**config.mk**
```make
export PLATFORM = sky130hd
export DESIGN_NAME = pmc_mode_ctrl
export DESIGN_NICKNAME = d
export VERILOG_FILES = /design/src/rtl/pmc_pkg.sv /design/src/rtl/pmc_ack_gather.sv /design/src/rtl/pmc_mode_fsm.sv /design/src/rtl/pmc_out_decode.sv /design/src/rtl/pmc_mode_ctrl.sv
export SDC_FILE = /design/constraint.sdc
export NUM_CORES = 1
export LEC_CHECK = 0
export ABC_AREA = 1
export BUFFER_PORTS_ARGS = -buffer_cell sky130_fd_sc_hd__buf_4
export CAP_MARGIN = 40
export CORE_AREA = 2 2 39 41
export CTS_CLUSTER_DIAMETER = 50
export DETAILED_ROUTE_END_ITERATION = 8
export DIE_AREA = 0 0 41 43
export MAX_ROUTING_LAYER = met4
export PLACE_DENSITY = 0.8
export SLEW_MARGIN = 20
export SYNTH_ARGS = -nofsm -noshare
export SYNTH_HDL_FRONTEND = slang
export SYNTH_HIERARCHICAL = 1
export SYNTH_SLANG_ARGS = --single-unit
```
**constraint.sdc**
```tcl
create_clock -name clk_i -period 3.7 [get_ports clk_i]
set_clock_uncertainty 0.1 [all_clocks]
set_input_delay 0.185 -clock clk_i [delete_from_list [all_inputs] [get_ports clk_i]]
set_output_delay 0.185 -clock clk_i [all_outputs]
set_load 0.02 [all_outputs]
```
**src/rtl/pmc_pkg.sv**
```systemverilog
package pmc_pkg;
  typedef enum logic [2:0] {
    MODE_RUN  = 3'd0,
    MODE_WAIT = 3'd1,
    MODE_STOP = 3'd2,
    MODE_VLPR = 3'd3,
    MODE_VLPW = 3'd4,
    MODE_VLPS = 3'd5
  } pmc_mode_e;

  typedef enum logic [3:0] {
    ST_RUN, ST_WAIT, ST_STOP_PEND, ST_STOP, ST_STOP_WAKE,
    ST_VLPR, ST_VLPW, ST_VLPS_PEND, ST_VLPS, ST_VLPS_WAKE
  } pmc_state_e;

  typedef struct packed {
    logic core;
    logic sys;
    logic bus;
    logic flash;
  } pmc_clk_en_t;
endpackage

```
**src/rtl/pmc_ack_gather.sv**
```systemverilog
module pmc_ack_gather #(
  parameter int N_PERIPH = 4
) (
  input  logic [N_PERIPH-1:0] ack_i,
  output logic                all_ack_o
);
  logic [N_PERIPH:0] chain;
  assign chain[0] = 1'b1;
  for (genvar i = 0; i < N_PERIPH; i++) begin : g_and
    assign chain[i+1] = chain[i] & ack_i[i];
  end
  assign all_ack_o = chain[N_PERIPH];
endmodule

```
**src/rtl/pmc_mode_fsm.sv**
```systemverilog
module pmc_mode_fsm
  import pmc_pkg::*;
(
  input  logic       clk_i,
  input  logic       rst_ni,
  input  logic       rm_wr_i,
  input  logic       rm_lp_i,
  input  logic       sleep_i,
  input  logic       deep_i,
  input  logic       wake_i,
  input  logic       all_ack_i,
  output pmc_state_e state_o
);
  pmc_state_e state_q, state_d;

  always_comb begin
    state_d = state_q;
    unique case (state_q)
      ST_RUN: begin
        if (deep_i)                   state_d = ST_STOP_PEND;
        else if (sleep_i)             state_d = ST_WAIT;
        else if (rm_wr_i && rm_lp_i)  state_d = ST_VLPR;
      end
      ST_WAIT:      if (wake_i) state_d = ST_RUN;
      ST_STOP_PEND: begin
        if (wake_i)         state_d = ST_RUN;  // abort wins over late acks
        else if (all_ack_i) state_d = ST_STOP;
      end
      ST_STOP:      if (wake_i) state_d = ST_STOP_WAKE;
      ST_STOP_WAKE: state_d = ST_RUN;
      ST_VLPR: begin
        if (deep_i)                   state_d = ST_VLPS_PEND;
        else if (sleep_i)             state_d = ST_VLPW;
        else if (rm_wr_i && !rm_lp_i) state_d = ST_RUN;
      end
      ST_VLPW:      if (wake_i) state_d = ST_VLPR;
      ST_VLPS_PEND: begin
        if (wake_i)         state_d = ST_VLPR;
        else if (all_ack_i) state_d = ST_VLPS;
      end
      ST_VLPS:      if (wake_i) state_d = ST_VLPS_WAKE;
      ST_VLPS_WAKE: state_d = ST_VLPR;
      default:      state_d = ST_RUN;
    endcase
  end

  always_ff @(posedge clk_i or negedge rst_ni) begin
    if (!rst_ni) state_q <= ST_RUN;
    else         state_q <= state_d;
  end

  assign state_o = state_q;

  p_pend_abort_r9: assert property (@(posedge clk_i) disable iff (!rst_ni)
    ((state_q == ST_STOP_PEND || state_q == ST_VLPS_PEND) && wake_i)
      |=> (state_q == ST_RUN || state_q == ST_VLPR));
endmodule

```
**src/rtl/pmc_out_decode.sv**
```systemverilog
module pmc_out_decode
  import pmc_pkg::*;
(
  input  pmc_state_e  state_i,
  output pmc_mode_e   mode_o,
  output pmc_clk_en_t clk_en_o,
  output logic        stop_req_o,
  output logic        vlp_o
);
  always_comb begin
    mode_o     = MODE_RUN;
    clk_en_o   = '{core: 1'b0, sys: 1'b1, bus: 1'b1, flash: 1'b1};
    stop_req_o = 1'b0;
    unique case (state_i)
      ST_RUN:       begin mode_o = MODE_RUN;  clk_en_o.core = 1'b1; end
      ST_WAIT:      mode_o = MODE_WAIT;
      ST_STOP_PEND: begin mode_o = MODE_STOP; stop_req_o = 1'b1; end
      ST_STOP:      begin mode_o = MODE_STOP; stop_req_o = 1'b1; clk_en_o = '0; end
      ST_STOP_WAKE: mode_o = MODE_STOP;
      ST_VLPR:      begin mode_o = MODE_VLPR; clk_en_o.core = 1'b1; end
      ST_VLPW:      mode_o = MODE_VLPW;
      ST_VLPS_PEND: begin mode_o = MODE_VLPS; stop_req_o = 1'b1; end
      ST_VLPS:      begin mode_o = MODE_VLPS; stop_req_o = 1'b1; clk_en_o = '0; end
      ST_VLPS_WAKE: mode_o = MODE_VLPS;
      default:      begin mode_o = MODE_RUN;  clk_en_o.core = 1'b1; end
    endcase
  end

  assign vlp_o = (state_i inside {ST_VLPR, ST_VLPW, ST_VLPS_PEND, ST_VLPS, ST_VLPS_WAKE});
endmodule

```
**src/rtl/pmc_mode_ctrl.sv**
```systemverilog
module pmc_mode_ctrl
  import pmc_pkg::*;
#(
  parameter int N_PERIPH = 4
) (
  input  logic                clk_i,
  input  logic                rst_ni,
  input  logic                rm_wr_i,
  input  logic                rm_lp_i,
  input  logic                sleep_req_i,
  input  logic                deep_sleep_req_i,
  input  logic                wake_i,
  input  logic [N_PERIPH-1:0] stop_ack_i,
  output logic [2:0]          mode_o,
  output logic                core_clk_en_o,
  output logic                sys_clk_en_o,
  output logic                bus_clk_en_o,
  output logic                flash_clk_en_o,
  output logic                stop_reg_sel_o,
  output logic                low_freq_o,
  output logic                stop_req_o
);
  logic        all_ack;
  pmc_state_e  state;
  pmc_mode_e   mode;
  pmc_clk_en_t clk_en;
  logic        vlp;

  pmc_ack_gather #(.N_PERIPH(N_PERIPH)) u_ack (
    .ack_i(stop_ack_i), .all_ack_o(all_ack)
  );

  pmc_mode_fsm u_fsm (
    .clk_i(clk_i), .rst_ni(rst_ni), .rm_wr_i(rm_wr_i), .rm_lp_i(rm_lp_i),
    .sleep_i(sleep_req_i), .deep_i(deep_sleep_req_i), .wake_i(wake_i),
    .all_ack_i(all_ack), .state_o(state)
  );

  pmc_out_decode u_dec (
    .state_i(state), .mode_o(mode), .clk_en_o(clk_en),
    .stop_req_o(stop_req_o), .vlp_o(vlp)
  );

  assign mode_o         = mode;
  assign core_clk_en_o  = clk_en.core;
  assign sys_clk_en_o   = clk_en.sys;
  assign bus_clk_en_o   = clk_en.bus;
  assign flash_clk_en_o = clk_en.flash;
  assign stop_reg_sel_o = vlp;
  assign low_freq_o     = vlp;

  p_gate_after_ack_r7: assert property (@(posedge clk_i) disable iff (!rst_ni)
    $fell(sys_clk_en_o) |-> $past(&stop_ack_i));
  p_core_needs_bus_r7: assert property (@(posedge clk_i) disable iff (!rst_ni)
    !bus_clk_en_o |-> !core_clk_en_o);
  p_core_after_bus_r10: assert property (@(posedge clk_i) disable iff (!rst_ni)
    $rose(core_clk_en_o) |-> $past(sys_clk_en_o));
  p_vlp_entry_r4: assert property (@(posedge clk_i) disable iff (!rst_ni)
    ((mode_o == 3'd4 || mode_o == 3'd5) && !$stable(mode_o)) |-> $past(mode_o) == 3'd3);
  p_reg_sel_r11: assert property (@(posedge clk_i) disable iff (!rst_ni)
    stop_reg_sel_o == (mode_o >= 3'd3));
endmodule

```
# Word level (Yosys, flattened, before mapping)
# Cells that the tools add are included.
dict set report totals {
  regBits 4
  input_bits 11
  elab_cells 51
}
dict set report op_classes {
  n_eq_ne 17
  n_mux 19
  n_bitwise 3
  reduce_logical 11
}
# operator count
set op_table {}
lappend op_table {{$mux W4} 14}
lappend op_table {{$pmux W4 S9} 1}
lappend op_table {{$eq A4 B3 Y1 const B} 4}
lappend op_table {{$pmux W3 S5} 1}
lappend op_table {{$eq A4 B2 Y1 const B} 2}
lappend op_table {{$eq A4 B4 Y1 const B} 2}
lappend op_table {{$ne A2 B2 Y1 const B} 4}
lappend op_table {{$reduce_and A8 Y1} 1}
lappend op_table {{$reduce_or A8 Y1} 1}
lappend op_table {{$ne A3 B3 Y1 const B} 2}
lappend op_table {{$reduce_or A3 Y1} 2}
lappend op_table {{$reduce_bool A5 Y1} 1}
lappend op_table {{$eq A4 B1 Y1 const B} 1}
lappend op_table {{$logic_not A4 Y1} 1}
lappend op_table {{$ne A4 B3 Y1 const B} 1}
lappend op_table {{$ne A4 B4 Y1 const B} 1}
lappend op_table {{$reduce_or A4 Y1} 1}
lappend op_table {{$and A1 B1 Y1} 3}
lappend op_table {{$mux W3} 1}
lappend op_table {{$logic_and A1 B1 Y1} 2}
lappend op_table {{$mux W1} 2}
lappend op_table {{$reduce_or A2 Y1} 1}
lappend op_table {{$logic_not A1 Y1} 1}

# Longest topological paths before layout
# Gate-level depths: netlist of run 1.
dict set report logic_depth {
  ltp_word 6
  mapped_depth 10
}

# By module
# The synthesis of run 1 kept the hierarchy.
# module n_inst cells_per_inst area_each_um2 seq_area_each_um2
set modules_own_cells {}
lappend modules_own_cells {pmc_mode_fsm 1 81 430.4 100.1}
lappend modules_own_cells {pmc_out_decode 1 31 150.1 0.0}
lappend modules_own_cells {pmc_ack_gather 1 3 11.3 0.0}
lappend modules_own_cells {pmc_mode_ctrl 1 1 7.5 0.0}

# Worst setup path before layout of run 1
# No wires, ideal clock.
dict set report synth_timing {
  path_kind {register -> output}
  from {reg u_fsm.state_q[1] (netlist: u_fsm/state_o[1])}
  to {out stop_reg_sel_o}
  arrival_ns 1.157
  required_ns 3.415
  setup_slack_ns 2.258
  stages_incl_launch_ff 6
  cell_sequence {dfrtp_1 > buf_6 > nor2_2 > nand2_1 > nand3_1 > buf_4}
}
dict set report synth_via {
  elab_chain_cells 2
}
# item line
set synth_lines {}
lappend synth_lines {{start: declaration} pmc_mode_fsm.sv:14} ;# pmc_state_e state_q, state_d;
lappend synth_lines {{start signal: assignment} pmc_mode_fsm.sv:49} ;# else state_q <= state_d;
lappend synth_lines {{$eq A4 B3 Y1 / $eq A4 B4 Y1 (equally long branches)} pmc_out_decode.sv:29} ;# assign vlp_o = (state_i inside {ST_VLPR, ST_VLPW, ST_VLPS_PEND, ST_VLPS, ST_VLPS_WAKE});
lappend synth_lines {{$reduce_bool A5 Y1 (*)} pmc_out_decode.sv:29}
lappend synth_lines {{end: declaration} pmc_mode_ctrl.sv:19} ;# output logic stop_reg_sel_o,
# Mark *: on every way between the ends. The rest lies on a longest branch, timed or not.

# Worst setup path in the final report of run 1
dict set report layout_timing {
  from {reg u_fsm.state_q[2] (netlist: u_fsm/state_o[2])}
  to {out stop_reg_sel_o}
}
# The elaborated chain is that of the path after synthesis.

==> results of run 1 <==
-- power breakdown --
part	switching [mW]	internal (mW)
clock network	0.0154	0.0361
registers	0.0468	0.0586
logic	0.231	0.145
-- kinds of logic (layout without fill, tap and decap cells) --
logic type	after synthesis	count (layout)	synth area share [%]
simple gates	89	89	64.1
compound gates	3	3	3.55
flops	4	4	16.7
buf+inv	20	40	15.7
-- cells in the mapped netlist (all sizes together) --
library cell,count
o31ai,1
nand3,14
nor3,1
a21oi,1
dfrtp,4
and2,1
nand2,46
inv,16
nand3b,1
buf,4
nor2,24
nand4,2
o21ai,1
-- metrics by stage --
stage	hold slack [ns]	util [%]	setup WS [ns]
finish	0.192	55.5	2.07
global route	0.199	55.5	1.91
CTS	0.182	55.5	2.06
detailed placement	-0.119	53.2	2.13
global placement	-0.119	53.2	2.14
floorplan	-0.211	-	2.26
-- worst paths after layout --
check,endpoint,slack (ns),cells past startpoint
hold / removal,u_fsm/state_o[2],0.19,2
setup reg to reg,u_fsm/state_o[1],2.07,9
setup / recovery,stop_reg_sel_o,2.07,5
min in group clk_i,u_fsm/state_o[3],0.20,4
max in group asynchronous,u_fsm/state_o[3],3.21,2
hold reg to reg,u_fsm/state_o[2],0.60,2
-- layer usage --
layer  global-route usage [%]  vias to the layer above
met5                        -                        -
met4                     4.00                        0
met3                     1.57                        4
met2                     31.9                       35
met1                     24.1                      323
li1                         -                      396
-- worst max-delay path: stages, from the launching register on --
cell and delay, ns:
dfrtp_1 0.54, inv_1 0.09, nor2_2 0.13, nand2_1 0.09
nand3_1 0.12, buf_4 0.15
-- area by class of cell --
class                           count  share of cell area, %
Multi-Input combinational cell     92                   52.8
Tap cell                           16                   2.61
Timing Repair Buffer               21                   20.8
Inverter                           16                   7.82
Sequential cell                     4                   13.0
Clock buffer                        3                   2.93
-- timing repair --
item                                   CTS  global route
hold buffers                             1             0
resized for setup                        0             0
endpoints found under the hold margin    4             0
==> impl_metrics.csv, run 1 <==
group,metric,value,unit
grt,gr-usage-all-layers,19.1,%
drt,drt_iter0_drc,37,
timing,fmax,0.612,GHz
floorplanning,die_h,43,um
final_layout,fillers,132,
setup_path,start_kind,"flip-flop",
floorplanning,dieArea,1760,um^2
drt,routedLengthMet1,584,um
placed_design,placed_area,736,um^2
setup_path,critPathLaunch,"u_fsm/state_o[2]",
flow_run,cap_viol_max_count,0,
placed_design,dp.cells,148,
floorplanning,io_pins,21,
final_layout,layout.cells.most_common,"nand2_1",
floorplanning,die_w,41,um
cts,htree_levels,1,
logic_synthesis,synth_fp_nets,127,
grt,antenna_found_initial,0,
cts,cts_buffer_depth,2,
drt,top_layer,"met4",
setup_path,rr_startpoint,"u_fsm/state_o[1]",
final_layout,regArea,100,um^2
power_and_ir_drop,power.total,0.533,mW
timing,post-route-min-period,1.63,ns
grt,grt_max_degree,13,
logic_synthesis,synthesis.area,599,um^2
setup_path,critPathCaptureType,"output pin",
setup_path,critPathArrivalTime,1.35,ns
final_layout,fin_cells,152,
placed_design,portBuffers,20,
cts,clk_latency,0.23,ns
drt,routed_wl,1390,um
cts,cts-root-buf,"clkbuf_4",
run_status,status,"finished clean",
cts,clk_pin_slew_worst_paths,0.04,ns
cts,cts_setup_buffers,0,
logic_synthesis,synth_seq_cells,4,
final_layout,drive_gt1_share,25.7,%
final_layout,nNetsFinal,149,
drt,wl_met3,85,um
timing,rsz0062_at_grt,"no",
logic_synthesis,synth_top_area_share,26.9,%
power_and_ir_drop,peakVddDrop,0.253,mV
timing,drv_slew,0,
drt,drc_errors,0,
drt,wl_per_cell,9.14,um
grt,grt_pass1_vias,589,
drt,ant_nets,0,
logic_synthesis,synth_area_leaders,"nand2_1, dfrtp_1, nor2_1, nand3_1, inv_1",
timing,finalHoldViolations,0,
final_layout,multi_input_area,405,um^2
placed_design,gp_congestion,0.934,
logic_synthesis,yosysTopAreaCell,"nand2_1",
grt,grt_pass1_wl,2370,um
logic_synthesis,ys_types,17,
floorplanning,start_util,43.3,%
grt,overflow,0,
setup_path,path_class,"reg2out",
placed_design,dp_hpwl,1050,um
floorplanning,num_rows,14,
final_layout,antenna_cells,0,
floorplanning,core,1380,um^2
drt,viasPerCell,4.99,
final_layout,area_growth,28.2,%
setup_path,cp_max_fo,10,
final_layout,final_cell_mix,"nand2_1, buf_4, nor2_1",
drt,firstDrtPassIters,4,
cts,cts_made_buffers,3,
drt,dr_wl_met2,692,um
power_and_ir_drop,power_density,694,nW/um^2
timing,fin_tns_setup,0,ns
timing,setup_viol,0,
worst_hold_path,hold_class,"in2async",
logic_synthesis,postSynthCellCount,116,
timing,max_slew_margin,69.6,%
logic_synthesis,syn_area_per_cell,5.17,um^2
timing,tightest_slew,0.456,ns
logic_synthesis,yosysWarnings,6,
cts,cts_sinks,4,
timing,fin_crit_sh,44.1,%
final_layout,stdcell_area,768,um^2
setup_path,critPathRequiredTime,3.41,ns
final_layout,largest_reg_flops,4,
logic_synthesis,yosysSeqAreaShare,16.7,%
cts,cts_tree,"yes",
drt,via_count,758,
power_and_ir_drop,leakagePower,0.481,nW
No activity file was read; power rests on OpenSTA's default activity.
==> run 2: changes to the inputs <==
--- a/config.mk
+++ b/config.mk
@@ -5,7 +5,7 @@
 export SDC_FILE = /design/constraint.sdc
 export NUM_CORES = 1
 export LEC_CHECK = 0
-export ABC_AREA = 1
+export ABC_AREA = 0
 export BUFFER_PORTS_ARGS = -buffer_cell sky130_fd_sc_hd__buf_4
 export CAP_MARGIN = 40
 export CORE_AREA = 2 2 39 41
@@ -13,7 +13,7 @@
 export DETAILED_ROUTE_END_ITERATION = 8
 export DIE_AREA = 0 0 41 43
 export MAX_ROUTING_LAYER = met4
-export PLACE_DENSITY = 0.8
+export PLACE_DENSITY = 0.79
 export SLEW_MARGIN = 20
 export SYNTH_ARGS = -nofsm -noshare
 export SYNTH_HDL_FRONTEND = slang
==> constraint.sdc (replaced) <==
create_clock -name clk_i -period 1.6 [get_ports clk_i]
set_clock_uncertainty 0.1 [all_clocks]
set_input_delay 0.08 -clock clk_i [delete_from_list [all_inputs] [get_ports clk_i]]
set_output_delay 0.08 -clock clk_i [all_outputs]
set_load 0.02 [all_outputs]
==> impl_metrics.csv, run 2 <==
group,metric,value,unit
grt,grt_pass1_wl,2620,um
placed_design,dp_hpwl,1180,um
logic_synthesis,async_reset_ff_share,100,%
floorplanning,die_w,41,um
final_layout,drive_gt1_share,53.8,%
timing,setup_viol,11,
setup_path,path_cells,"buf_6, buf_12, or4_1, o211ai_1, buf_4",
timing,max_slew_margin,83.7,%
drt,routed_wl,1700,um
timing,finalHoldViolations,0,
run_status,violations,"negative setup slack",
timing,fin_hold_ws,0.0775,ns
floorplanning,dieArea,1760,um^2
logic_synthesis,synth_seq_cells,4,
setup_path,cp_max_fo,8,
grt,grt_max_degree,14,
setup_path,cp.buffers_inverters,3,
grt,grtUsageMet3,4.19,%
logic_synthesis,yosysWarnings,6,
logic_synthesis,synth_top_flop_cell,"dfrtp_1",
grt,globalRouteMet1Util,25.5,%
cts,cts-root-buf,"clkbuf_4",
floorplanning,core,1380,um^2
logic_synthesis,synth_common_cells,"nor2_1, buf_4, dfrtp_1, inv_1, nand2_1",
floorplanning,die_h,43,um
logic_synthesis,synth_most_common_cell,"nor2_1",
drt,wl_per_cell,13.9,um
cts,clk_pin_slew_worst_paths,0.04,ns
drt,viasPerCell,5.63,
setup_path,path_delay_family,"simple AND/OR/NAND/NOR gates",
logic_synthesis,synth_fp_nets,82,
worst_hold_path,hold_class,"in2async",
power_and_ir_drop,peakVddDrop,0.983,mV
timing,tightest_slew,0.243,ns
floorplanning,num_rows,14,
drt,drc_errors,0,
logic_synthesis,ys_types,40,
timing,drv_slew,0,
logic_synthesis,syn_area_per_cell,8.26,um^2
grt,antenna_found_initial,0,
drt,via_count,687,
drt,firstDrtPassIters,4,
setup_path,critPathArrivalTime,1.63,ns
floorplanning,start_util,42.4,%
logic_synthesis,synth_top_area_share,17.1,%
setup_path,start_kind,"flip-flop",
logic_synthesis,yosysTopAreaCell,"dfrtp_1",
grt,grt_pass1_vias,604,
setup_path,critPathRequiredTime,1.42,ns
grt,gr-usage-all-layers,23.1,%
final_layout,antenna_cells,0,
final_layout,nNetsFinal,119,
cts,cts_buffer_depth,2,
logic_synthesis,synthesis.area,587,um^2
placed_design,dp.cells,111,
logic_synthesis,synth_edf_count,0,
run_status,status,"complete, but fails checks",
drt,drt_iter0_drc,17,
timing,rsz0062_at_grt,"yes",
logic_synthesis,yosysSeqAreaShare,17.1,%
power_and_ir_drop,power_density,1860,nW/um^2
drt,ant_nets,0,
cts,cts_sinks,4,
final_layout,fin_cells,122,
final_layout,area_growth,59.1,%
placed_design,gp_congestion,0.869,
cts,cts_made_buffers,3,
final_layout,largest_reg_flops,4,
placed_design,portBuffers,20,
cts,htree_levels,1,
timing,post-route-min-period,1.81,ns
timing,fmax,0.553,GHz
setup_path,critPathSlowestCell,"or4_1",
grt,grt-busiest-layer,"met2",
timing,fin_ws,-0.207,ns
cts,cts_tree,"yes",
final_layout,final_cell_mix,"buf_4, buf_6, nor2_1",
logic_synthesis,postSynthCellCount,71,
flow_run,cap_viol_max_count,0,
final_layout,layout.cells.most_common,"buf_4",
floorplanning,io_pins,21,
grt,overflow,0,
setup_path,critPathCaptureType,"output pin",
final_layout,postLayoutCoreUtil,67.5,%
timing,fin_crit_sh,113,%
power_and_ir_drop,leakagePower,0.430,nW
logic_synthesis,synth_area_leaders,"dfrtp_1, buf_6, buf_4, mux4_2, mux2i_1",
setup_path,path_class,"reg2out",
cts,clk_latency,0.24,ns
grt,grtUsageMet2,34.4,%
setup_path,worst_path_largest_cell_delay,0.49,ns
timing,fin_tns_setup,-1.83,ns
==> run 2: changes by cell type after synthesis, moves of 3 or more <==
cell and change:
nor2_1 -14, nand2_1 -39, nand2_2 -3, nor2_2 -5, o21ai_0 +3, nand3_1 -14, inv_1 -9, inv_2 -3
==> run 2: path summary, 6_finish.rpt <==
path	cells past startpoint	startpoint	slack, ns	endpoint
max reg2reg	5	u_fsm/state_o[1]	-0.20	u_fsm/state_o[2]
min reg2reg	2	u_fsm/state_o[2]	0.61	u_fsm/state_o[2]
min in group clk_i	3	wake_i	0.11	u_fsm/state_o[3]
max	5	u_fsm/state_o[1]	-0.21	core_clk_en_o
max in group asynchronous	2	rst_ni	1.21	u_fsm/state_o[0]
min	2	rst_ni	0.08	u_fsm/state_o[3]
==> run 2: cell type report <==
| cell class | instances | area (um^2) |
|---|---|---|
| repair buffers | 42 | 353 |
| fillers | 118 | 450 |
| clock buffers | 3 | 22.5 |
| well taps | 16 | 20.0 |
| flip-flops and latches | 4 | 103 |
| inverters | 4 | 15.0 |
| multi-input cells | 53 | 420 |
==> run 2: metal layers <==
metal / vias up / wire length [um] / part of all wire [%]
li1: 327 / - / -
met1: 317 / 655 / 39
met2: 39 / 914 / 54
met3: 4 / 86 / 5.1
met4: 0 / 44 / 2.6
met5: - / 0 / 0
==> run 2: worst register-to-register path, delay by kind of cell (launching register included) <==
kind	cells	cell delay, ns
adders and majority gates	1	0.29
buffers and inverters	1	0.13
and+or+nand+nor	1	0.11
AOI/OAI and AO/OA	1	0.35
muxes	1	0.31
DFF	1	0.39
==> run 2: logic make-up (layout without fill, tap and decap cells) <==
group	Yosys count	count (layout)	synth area share, %
compound gates	19	19	23.2
simple gates	28	28	31.3
buf+inv	14	49	15.8
fa+ha+maj	1	1	1.92
flops	4	4	17.1
xor+xnor	1	1	1.49
mux	4	4	9.17
==> run 2: what timing repair did <==
| item | 4_1_cts | 5_1_grt |
|---|---|---|
| hold buffers | 1 | 0 |
| endpoints found under the hold margin | 4 | 0 |
| pin swaps | 3 | 1 |
| buffers inserted | 7 | 0 |
| setup endpoints to repair | 11 | 12 |
| resized for setup | 5 | 7 |
==> run 2: stage by stage <==
stage	setup WS, ns	area [um^2]	total power, mW
floorplan	-0.178	592	0.995
global placement	-0.120	801	1.38
detailed placement	-0.195	801	1.42
CTS	-0.206	902	1.67
global route	-0.257	933	1.87
finish	-0.207	933	1.74
==> run 2: where the power goes <==
group | switching (mW) | internal [mW]
registers | 0.0407 | 0.144
clock network | 0.0422 | 0.0840
logic | 0.651 | 0.777
